### config.mk
export PLATFORM = sky130hd
export DESIGN_NAME = chg_bal_ctrl
export DESIGN_NICKNAME = d
export VERILOG_FILES = /design/src/rtl/chg_bal_pkg.sv /design/src/rtl/chg_bal_sync.sv /design/src/rtl/chg_bal_cnt.sv /design/src/rtl/chg_bal_seq.sv /design/src/rtl/chg_bal_ctrl.sv
export SDC_FILE = /design/constraint.sdc
export NUM_CORES = 1
export LEC_CHECK = 0
export BUFFER_PORTS_ARGS = -buffer_cell sky130_fd_sc_hd__buf_2
export CORE_MARGIN = 4
export CORE_UTILIZATION = 53
export DETAILED_ROUTE_END_ITERATION = 12
export PLACE_DENSITY_LB_ADDON = 0.1
export SYNTH_ARGS = -nofsm -noshare
export SYNTH_HDL_FRONTEND = slang
export SYNTH_HIERARCHICAL = 1
export SYNTH_SLANG_ARGS = --single-unit
### constraint.sdc
create_clock -name clk -period 3.3 [get_ports clk]
set_clock_uncertainty 0.2 [all_clocks]
set_input_delay 0.495 -clock clk [delete_from_list [all_inputs] [get_ports clk]]
set_output_delay 0.495 -clock clk [all_outputs]
set_load 0.01 [all_outputs]
### src/rtl/chg_bal_pkg.sv
package chg_bal_pkg;

    localparam int SW_N = 5;

    typedef enum logic [1:0] {
        PH_IDLE    = 2'd0,
        PH_GAP_IN  = 2'd1,
        PH_DISCH   = 2'd2,
        PH_GAP_OUT = 2'd3
    } phase_e;

    function automatic logic [SW_N-1:0] parity_mask(input bit odd);
        logic [SW_N-1:0] m;
        m = '0;
        for (int i = 0; i < SW_N; i++) begin
            m[i] = ((i % 2) == 1) == odd;
        end
        return m;
    endfunction

    localparam logic [SW_N-1:0] SW_ODD   = parity_mask(1'b1);
    localparam logic [SW_N-1:0] SW_EVEN  = parity_mask(1'b0);
    localparam logic [SW_N-1:0] SW_RECHG = SW_N'(2'b11);
    localparam logic [SW_N-1:0] SW_OPEN  = '0;

endpackage

### src/rtl/chg_bal_sync.sv
module chg_bal_sync #(
    parameter int WIDTH  = 2,
    parameter int STAGES = 2
) (
    input  logic             clk,
    input  logic             rst_n,
    input  logic [WIDTH-1:0] async_i,
    output logic [WIDTH-1:0] sync_o
);
    logic [WIDTH-1:0] stg_d [STAGES];
    logic [WIDTH-1:0] stg_q [STAGES];

    for (genvar g = 0; g < STAGES; g++) begin : g_stage
        if (g == 0) begin : g_first
            always_comb stg_d[g] = async_i;
        end else begin : g_next
            always_comb stg_d[g] = stg_q[g-1];
        end

        always_ff @(posedge clk or negedge rst_n) begin
            if (!rst_n) stg_q[g] <= '0;
            else        stg_q[g] <= stg_d[g];
        end
    end

    assign sync_o = stg_q[STAGES-1];
endmodule

### src/rtl/chg_bal_cnt.sv
module chg_bal_cnt #(
    parameter int CNT_W = 16
) (
    input  logic                    clk,
    input  logic                    rst_n,
    input  logic                    clr_i,
    input  logic                    inc_i,
    input  logic                    dec_i,
    output logic signed [CNT_W-1:0] cnt_o
);
    localparam logic [CNT_W-1:0] CNT_MAX = {1'b0, {(CNT_W-1){1'b1}}};
    localparam logic [CNT_W-1:0] CNT_MIN = {1'b1, {(CNT_W-1){1'b0}}};

    typedef struct packed {
        logic [CNT_W-1:0] val;
    } cnt_st_t;

    cnt_st_t cnt_d, cnt_q;

    always_comb begin
        cnt_d = cnt_q;
        if (clr_i) begin
            cnt_d.val = '0;
        end else if (inc_i && !dec_i && (cnt_q.val != CNT_MAX)) begin
            cnt_d.val = cnt_q.val + CNT_W'(1);
        end else if (dec_i && !inc_i && (cnt_q.val != CNT_MIN)) begin
            cnt_d.val = cnt_q.val - CNT_W'(1);
        end
    end

    always_ff @(posedge clk or negedge rst_n) begin
        if (!rst_n) cnt_q <= '0;
        else        cnt_q <= cnt_d;
    end

    assign cnt_o = $signed(cnt_q.val);
endmodule

### src/rtl/chg_bal_seq.sv
module chg_bal_seq
    import chg_bal_pkg::*;
#(
    parameter int DUR_W = 8
) (
    input  logic             clk,
    input  logic             rst_n,
    input  logic             hi_s_i,
    input  logic             lo_s_i,
    input  logic [DUR_W-1:0] dur_i,
    output logic [SW_N-1:0]  sw_o,
    output logic             busy_o,
    output logic             err_o,
    output logic             step_up_o,
    output logic             step_dn_o
);
    typedef struct packed {
        phase_e          ph;
        logic [DUR_W-1:0] tmr;
        logic            pol;
        logic [1:0]      arm;
        logic [SW_N-1:0] sw;
        logic            busy;
        logic            err;
    } seq_st_t;

    seq_st_t seq_d, seq_q;
    logic    take_hi, take_lo, clash;

    always_comb begin
        seq_d     = seq_q;
        seq_d.err = 1'b0;

        take_hi = (seq_q.ph == PH_IDLE) && hi_s_i && seq_q.arm[0] && !lo_s_i;
        take_lo = (seq_q.ph == PH_IDLE) && lo_s_i && seq_q.arm[1] && !hi_s_i;
        clash   = (seq_q.ph == PH_IDLE) && hi_s_i && lo_s_i && (|seq_q.arm);

        unique case (seq_q.ph)
            PH_IDLE: begin
                if (clash) begin
                    seq_d.err = 1'b1;
                    seq_d.arm = 2'b00;
                end else if (take_hi || take_lo) begin
                    seq_d.ph  = PH_GAP_IN;
                    seq_d.pol = take_hi;
                    seq_d.tmr = (dur_i == '0) ? '0 : dur_i - DUR_W'(1);
                    if (take_hi) seq_d.arm[0] = 1'b0;
                    if (take_lo) seq_d.arm[1] = 1'b0;
                end
            end
            PH_GAP_IN:  seq_d.ph = PH_DISCH;
            PH_DISCH: begin
                if (seq_q.tmr == '0) seq_d.ph  = PH_GAP_OUT;
                else                 seq_d.tmr = seq_q.tmr - DUR_W'(1);
            end
            PH_GAP_OUT: seq_d.ph = PH_IDLE;
            default:    seq_d.ph = PH_IDLE;
        endcase

        if (!hi_s_i) seq_d.arm[0] = 1'b1;
        if (!lo_s_i) seq_d.arm[1] = 1'b1;

        unique case (seq_d.ph)
            PH_IDLE:  seq_d.sw = SW_RECHG;
            PH_DISCH: seq_d.sw = seq_d.pol ? SW_ODD : SW_EVEN;
            default:  seq_d.sw = SW_OPEN;
        endcase
        seq_d.busy = (seq_d.ph != PH_IDLE);
    end

    always_ff @(posedge clk or negedge rst_n) begin
        if (!rst_n) begin
            seq_q      <= '0;
            seq_q.ph   <= PH_IDLE;
            seq_q.arm  <= 2'b11;
            seq_q.sw   <= SW_RECHG;
        end else begin
            seq_q <= seq_d;
        end
    end

    assign sw_o      = seq_q.sw;
    assign busy_o    = seq_q.busy;
    assign err_o     = seq_q.err;
    assign step_up_o = (seq_q.ph == PH_GAP_IN) && seq_q.pol;
    assign step_dn_o = (seq_q.ph == PH_GAP_IN) && !seq_q.pol;
endmodule

### src/rtl/chg_bal_ctrl.sv
module chg_bal_ctrl
    import chg_bal_pkg::*;
#(
    parameter int CNT_W       = 16,
    parameter int DUR_W       = 8,
    parameter int SYNC_STAGES = 2
) (
    input  logic                    clk,
    input  logic                    rst_n,
    input  logic                    cmp_hi_i,
    input  logic                    cmp_lo_i,
    input  logic [DUR_W-1:0]        dis_len_i,
    input  logic                    cnt_clr_i,
    output logic [SW_N-1:0]         sw_o,
    output logic signed [CNT_W-1:0] count_o,
    output logic                    busy_o,
    output logic                    err_o
);
    logic [1:0] flag_s;
    logic       step_up, step_dn;

    chg_bal_sync #(
        .WIDTH  (2),
        .STAGES (SYNC_STAGES)
    ) u_sync (
        .clk     (clk),
        .rst_n   (rst_n),
        .async_i ({cmp_lo_i, cmp_hi_i}),
        .sync_o  (flag_s)
    );

    chg_bal_seq #(
        .DUR_W (DUR_W)
    ) u_seq (
        .clk       (clk),
        .rst_n     (rst_n),
        .hi_s_i    (flag_s[0]),
        .lo_s_i    (flag_s[1]),
        .dur_i     (dis_len_i),
        .sw_o      (sw_o),
        .busy_o    (busy_o),
        .err_o     (err_o),
        .step_up_o (step_up),
        .step_dn_o (step_dn)
    );

    chg_bal_cnt #(
        .CNT_W (CNT_W)
    ) u_cnt (
        .clk   (clk),
        .rst_n (rst_n),
        .clr_i (cnt_clr_i),
        .inc_i (step_up),
        .dec_i (step_dn),
        .cnt_o (count_o)
    );
endmodule

==> out/qor.yml, run 1 <==
timing:
  clock.fmax_mhz: 317.7
  finalCritPeriodShare_pct: 95.39
  finalSetupViolations: 0
  max_slew_margin_pct: 42.37
  rsz0062_at_grt: "false"
  tns_ns: 0
  fin_crit_ns: 3.148
  tightest_slew_ns: 0.8644
  hold_viol_final: 0
  slew_violations: 0
synthesis:
  synth-async-reset-ratio_pct: 100.0
  synth-seq-cells: 39
  synthTopCellsByArea: "dfrtp_1 (31%), ha_1 (10%), a21oi_1 (3.9%)"
  synthCells: 296
  synth.cell_area_um2: 2795
  synth_fp_nets: 333
  synth_edf_count: 0
  synthFlopType: "dfrtp_1"
  yosys_warnings: 6
  syn_area_per_cell_um2: 9.443
  synth_top_area_share_pct: 31.33
  yosysMostFrequentCell: "dfrtp_1"
  synth.distinct_cells: 64
  synth_common_cells: "dfrtp_1 (35), ha_1 (23), a21oi_1 (22)"
  yosys.area.top_type: "dfrtp_1"
  yosysSeqAreaShare_pct: 35.09
floorplanning:
  initial_utilization_pct: 54.73
  die-height_um: 80.62
  dieArea_um2: 6500
  die_w_um: 80.62
  core_area_um2: 5107
  ios: 36
  rows: 26
clocking:
  clk_pin_slew_ns: 0.07
  cts.htree.levels: 2
  clkLatencyLatePin_ns: 0.29
  postCtsHoldBufs: 0
  cts_root_buf: "clkbuf_8"
  cts.sinks: 39
  cts_buffers: 5
  tritoncts: "done"
  cts.path.max_buffers: 2
worst_setup_path:
  crit_required_ns: 3.27
  crit_path_start_kind: "flop"
  crit_type: "flop to flop"
  critPathMaxFanout: 21
  cp.arrival_ns: 3.12
  cp-end-kind: "flop"
global_route:
  grt_overflow: 0
  track_usage_pct: 21.01
  grt_pass1_vias: 2398
  grt_max_degree: 40
  antenna_found_initial: 0
  grt_pass1_wl_mm: 10.90
power:
  pwr-share-comb_pct: 68.3
  seqPwrFrac_pct: 22.8
  clkPwrFrac_pct: 9.0
  netSwitchingFraction_pct: 44.82
  peakVddDrop_mv: 0.6749
  switchingPower_mw: 1.550
  power_density_nw_per_um2: 1035
  internal_power_mw: 1.909
  p_leak_nw: 1.545
layout:
  synthToLayoutAreaGrowth_pct: 19.52
  final_core_util_pct: 65.41
  final_nets: 383
  diodes: 0
  final_layout_size_suffix_gt1_share_pct: 27.67
  stdcell_count: 417
  fill_cells: 441
detailed_routing:
  met2_length_mm: 3.180
  ant_nets: 0
  dr.first_iter.drc_count: 88
  first_pass_iters: 4
  post_drt_wl_per_cell_um: 15.05
  wl_met1_mm: 2.838
  maxUsedRoutingLayer: "met4"
  routed-via-count: 2439
  vias_per_cell: 5.849
  wirelength_mm: 6.277
  met3_length_um: 204
  drc_errors: 0
hold_path:
  hp-class: "input pin to flop"
run:
  drv_cap: 0
place:
  dpl.cell_count: 408
  gp_congestion: 0.8752
  hpwl_mm: 4.597
  port_buffers: 35
run_status:
  status: "finished, final reports clean"
==> metrics by stage <==
step	total power, mW	setup slack [ns]	instance area, µm²	hold WS, ns
floorplan	2.431	-0.1734	2809	-0.0005910
global placement	2.994	0.05366	3149	0.1327
detailed placement	3.018	0.01516	3149	0.1362
CTS	3.342	0.02175	3233	0.1017
global route	3.804	0.02187	3341	0.09613
finish	3.459	0.1521	3341	0.1147
==> registers in the layout, summed over array words and instances (netlist names) <==
name and count:
u_sync/sync_o 2, u_seq/sw_o 4, u_seq/err_o 1, u_seq/busy_o 1, u_sync/stg_d 2, u_cnt/cnt_o 16, u_seq/seq_q 13
==> path summary, 6_finish.rpt <==
kind | start | endpoint | slack, ns | depth (start not counted)
max | u_seq/seq_q[19]$_DFF_PN0_ | u_cnt/cnt_o[15]$_DFFE_PN0P_ | 0.15 | 13
min | cmp_lo_i | u_sync/stg_d[1]$_DFF_PN0_ | 0.11 | 1
max reg2reg | u_seq/seq_q[19]$_DFF_PN0_ | u_cnt/cnt_o[15]$_DFFE_PN0P_ | 0.15 | 13
min reg2reg | u_sync/stg_d[0]$_DFF_PN0_ | u_sync/sync_o[0]$_DFF_PN0_ | 0.16 | 0
max in group asynchronous | rst_n | u_sync/stg_d[1]$_DFF_PN0_ | 2.24 | 1
min in group asynchronous | rst_n | u_seq/seq_q[13]$_DFFE_PN0P_ | 0.12 | 1
==> placed cells by master, fill, tap and decap left out, types with 4 or more instances in the layout <==
| cell type | count |
|---|---|
| nor2_1 | 13 |
| buf_4 | 22 |
| a21oi_1 | 20 |
| nand3_1 | 10 |
| xnor2_1 | 8 |
| dfrtp_1 | 35 |
| nand2_1 | 21 |
| o31ai_1 | 8 |
| dfstp_2 | 4 |
| ha_4 | 5 |
| nor4_1 | 5 |
| nor3b_1 | 4 |
| a22o_1 | 7 |
| nand4_1 | 6 |
| xor2_1 | 7 |
| buf_2 | 35 |
| clkbuf_8 | 5 |
| nor3_1 | 4 |
| ha_1 | 17 |
| a31oi_1 | 6 |
| o21ai_0 | 10 |
| nand3b_1 | 5 |
| a21o_1 | 8 |
| inv_1 | 14 |
==> layer usage <==
metal | vias up | track usage (%)
li1 | 1208 | -
met1 | 1171 | 26.97
met2 | 52 | 35.93
met3 | 8 | 3.812
met4 | 0 | 6.081
met5 | - | 0
==> layout make-up <==
cell class | count | area [µm²] | share of cell area, %
Sequential cell | 39 | 980.9 | 29.36
Clock inverter | 1 | 5.005 | 0.1498
Multi-Input combinational cell | 227 | 1774 | 53.11
Timing Repair Buffer | 58 | 360.3 | 10.79
Inverter | 15 | 56.30 | 1.685
Tap cell | 70 | 87.58 | 2.622
Clock buffer | 7 | 76.32 | 2.285
==> worst max-delay path, stage by stage (launching register included) <==
cell and delay, ns:
dfrtp_1 0.39, inv_2 0.09, ha_4 0.14, nor2b_2 0.23, nor2b_4 0.07, o41ai_4 0.06
buf_12 0.22, ha_2 0.34, nand3_2 0.13, nor2_1 0.05, a21o_1 0.21, or2_1 0.28
a211oi_2 0.29, mux2_4 0.33
==> kinds of logic after synthesis <==
family / after synthesis / share of synthesized area [%]
flip-flops: 39 / 35.09
buffers and inverters: 30 / 5.416
XOR/XNOR: 15 / 4.700
adder cells (fa/ha/maj): 24 / 11.01
AND/OR/NAND/NOR: 98 / 20.01
AO/OA/AOI/OAI: 88 / 22.96
multiplexers: 2 / 0.8057
==> repair_timing <==
action,CTS,global route
endpoints found under the setup margin,1,6
pin swaps,0,6
buffers inserted,0,1
resized for setup,1,16
==> power groups by stage <==
stage               combinational [mW]  clock [mW]  sequential [mW]
finish                            2.36       0.310            0.788
floorplan                         1.58           0            0.852
detailed placement                2.23           0            0.789
global placement                  2.21           0            0.786
CTS                               2.24       0.319            0.782
global route                      2.66       0.339            0.810
Note: power is estimated with default switching activity, not from simulation.
==> run 2: changes to the inputs <==
Settings changed: SETUP_SLACK_MARGIN from default to 0.2.
==> out/qor.yml, run 2 (synthesized netlist as in run 1, its figures left out) <==
place:
  gp_congestion: 0.8582  # -1.9%
  port_buffers: 35  # unchanged
  dpl.cell_count: 407  # -0.25%
  hpwl_mm: 4.642  # +0.99%
  placed_area_um2: 3146  # -0.12%
  dp_slack_ns: 0.02529  # +0.01013 ns
timing:
  max_slew_margin_pct: 42.65  # +0.28 points
  tightest_slew_ns: 0.8602  # -0.004208 ns
  slew_violations: 0  # unchanged
  fin_crit_ns: 3.233  # +0.08464 ns
  rsz0062_at_grt: "true"
  clock.fmax_mhz: 309.4  # -2.6%
  hold_viol_final: 0  # unchanged
  finalSetupViolations: 0  # unchanged
  finalCritPeriodShare_pct: 97.95  # +2.6 points
  fin_ws_ns: 0.06749  # -0.08464 ns
  tns_ns: 0  # unchanged
run_status:
  status: "finished, final reports clean"
power:
  p_leak_nw: 1.644  # +6.4%
  peakVddDrop_mv: 0.6296  # -6.7%
  power_density_nw_per_um2: 1087  # +5.0%
hold_path:
  min_path_cells: 1  # unchanged
  hp-class: "input pin to flop"
  hp-start: "cmp_hi_i"
  hold_end: "u_sync/stg_d[0]$_DFF_PN0_"
floorplanning:
  initial_utilization_pct: 54.73  # unchanged
  rows: 26  # unchanged
  core_area_um2: 5107  # unchanged
  ios: 36  # unchanged
  die-height_um: 80.62  # unchanged
  dieArea_um2: 6500  # unchanged
  die_w_um: 80.62  # unchanged
global_route:
  grt_max_degree: 40  # unchanged
  gr-usage-met1_pct: 28.35  # +1.4 points
  grt_overflow: 0  # unchanged
  grt_use_met2_pct: 38.00  # +2.1 points
  antenna_found_initial: 0  # unchanged
  grt_use_met3_pct: 2.803  # -1.0 points
  grt_pass1_wl_mm: 11.24  # +3.1%
  grt_pass1_vias: 2418  # +0.83%
  track_usage_pct: 21.87  # +0.86 points
  grt.busiest_layer: "met2"
detailed_routing:
  routed-via-count: 2547  # +4.4%
  ant_nets: 0  # unchanged
  drc_errors: 0  # unchanged
  dr.first_iter.drc_count: 104  # +18%
  first_pass_iters: 4  # unchanged
  vias_per_cell: 5.937  # +1.5%
  post_drt_wl_per_cell_um: 16.30  # +8.3%
  wirelength_mm: 6.992  # +11%
worst_setup_path:
  reg2reg_to: "u_cnt/cnt_o[14]$_DFFE_PN0P_"
  crit_required_ns: 3.28  # about the same
  r2r_start: "u_seq/seq_q[19]$_DFF_PN0_"
  reg2reg_depth: 14  # +1
  crit_path_start_kind: "flop"
  cp-startpoint: "u_seq/seq_q[19]$_DFF_PN0_"
  reg2reg_slack_ns: 0.07  # -0.08 ns
  crit_type: "flop to flop"
  cp-end-kind: "flop"
  critPathMaxFanout: 6  # -71%
  cp.arrival_ns: 3.22  # +0.10 ns
clocking:
  cts.path.max_buffers: 2  # unchanged
  cts_buffers: 5  # unchanged
  tritoncts: "done"
  clkLatencyLatePin_ns: 0.29  # about the same
  cts.htree.levels: 2  # unchanged
  cts.sinks: 39  # unchanged
  cts_root_buf: "clkbuf_8"
  clk_pin_slew_ns: 0.08  # about the same
layout:
  fin_area_um2: 3558  # +6.5%
  final_common_cell: "buf_2"
  final_core_util_pct: 69.67  # +4.3 points
  layout_common_cells: "buf_2 (35), dfrtp_1 (34), buf_4 (31), nand2_1 (20), a21oi_1 (16)"
  final_nets: 395  # +3.1%
  fill_cells: 414  # -6.1%
  synthToLayoutAreaGrowth_pct: 27.31
  final_layout_size_suffix_gt1_share_pct: 33.43  # +5.8 points
  largest_reg_flops: 16  # unchanged
  stdcell_count: 429  # +2.9%
  diodes: 0  # unchanged
run:
  drv_cap: 0  # unchanged
-- run 2: cell count changes in the layout (fill, tap and decap cells not counted), sizes merged --
cell    change
buf        +11
bufinv      +1
clkinv      +1
clkbuf      -1
-- run 2: worst max path at each step --
| stage | to | slack, ns |
|---|---|---|
| after floorplan | u_cnt/cnt_o[15]$_DFFE_PN0P_ | -0.15 |
| after global placement | u_cnt/cnt_o[15]$_DFFE_PN0P_ | 0.06 |
| after detailed placement | u_cnt/cnt_o[15]$_DFFE_PN0P_ | 0.03 |
| after CTS | u_cnt/cnt_o[15]$_DFFE_PN0P_ | 0.19 |
| after global routing | u_cnt/cnt_o[15]$_DFFE_PN0P_ | -0.05 |
| final | u_cnt/cnt_o[14]$_DFFE_PN0P_ | 0.07 |
-- run 2: power by group --
group,switching [mW],internal (mW)
Combinational,1.41,1.27
Sequential,0.126,0.669
Clock,0.173,0.225
-- run 2: routing by layer --
layer | vias up | wire [µm] | share of wire, %
met2 | 66 | 3686 | 53
met1 | 1239 | 2901 | 41
met5 | - | 0 | 0
met4 | 0 | 117 | 1.7
met3 | 13 | 286 | 4.1
li1 | 1229 | - | -
-- run 2: per-stage QoR --
stage	total power [mW]	hold slack (ns)
after global placement	2.993	0.1322
after floorplan	2.458	-0.0005910
after detailed placement	3.015	0.1362
final	3.869	0.1040
after global routing	4.166	0.09267
after CTS	3.611	0.09891
-- run 2: cell type report --
cell class | instances | area (µm²) | area share, %
multi-input cells | 227 | 1828 | 51.37
inverters | 15 | 56.30 | 1.582
well taps | 70 | 87.58 | 2.461
clock inverters | 3 | 43.79 | 1.231
repair buffers | 70 | 491.7 | 13.82
flip-flops and latches | 39 | 982.2 | 27.60
clock buffers | 5 | 68.82 | 1.934
-- run 2: repair_timing --
item	CTS	global route
pin swaps	7	8
hold buffers	0	0
setup buffers	4	8
gates resized for setup	17	16
cloned	1	1
endpoints found under the setup margin	6	6
-- run 2: worst max-delay path: stages, from the launching register on --
cell and delay (ns):
dfrtp_1 0.39, inv_2 0.09, ha_4 0.14, and2_4 0.15, nor2b_4 0.16, o41ai_4 0.08, buf_6 0.15, buf_12 0.14
fa_1 0.40, nand3_1 0.13, nand2_2 0.10, a311oi_4 0.41, o311ai_1 0.21, xnor2_1 0.16, a22o_1 0.21
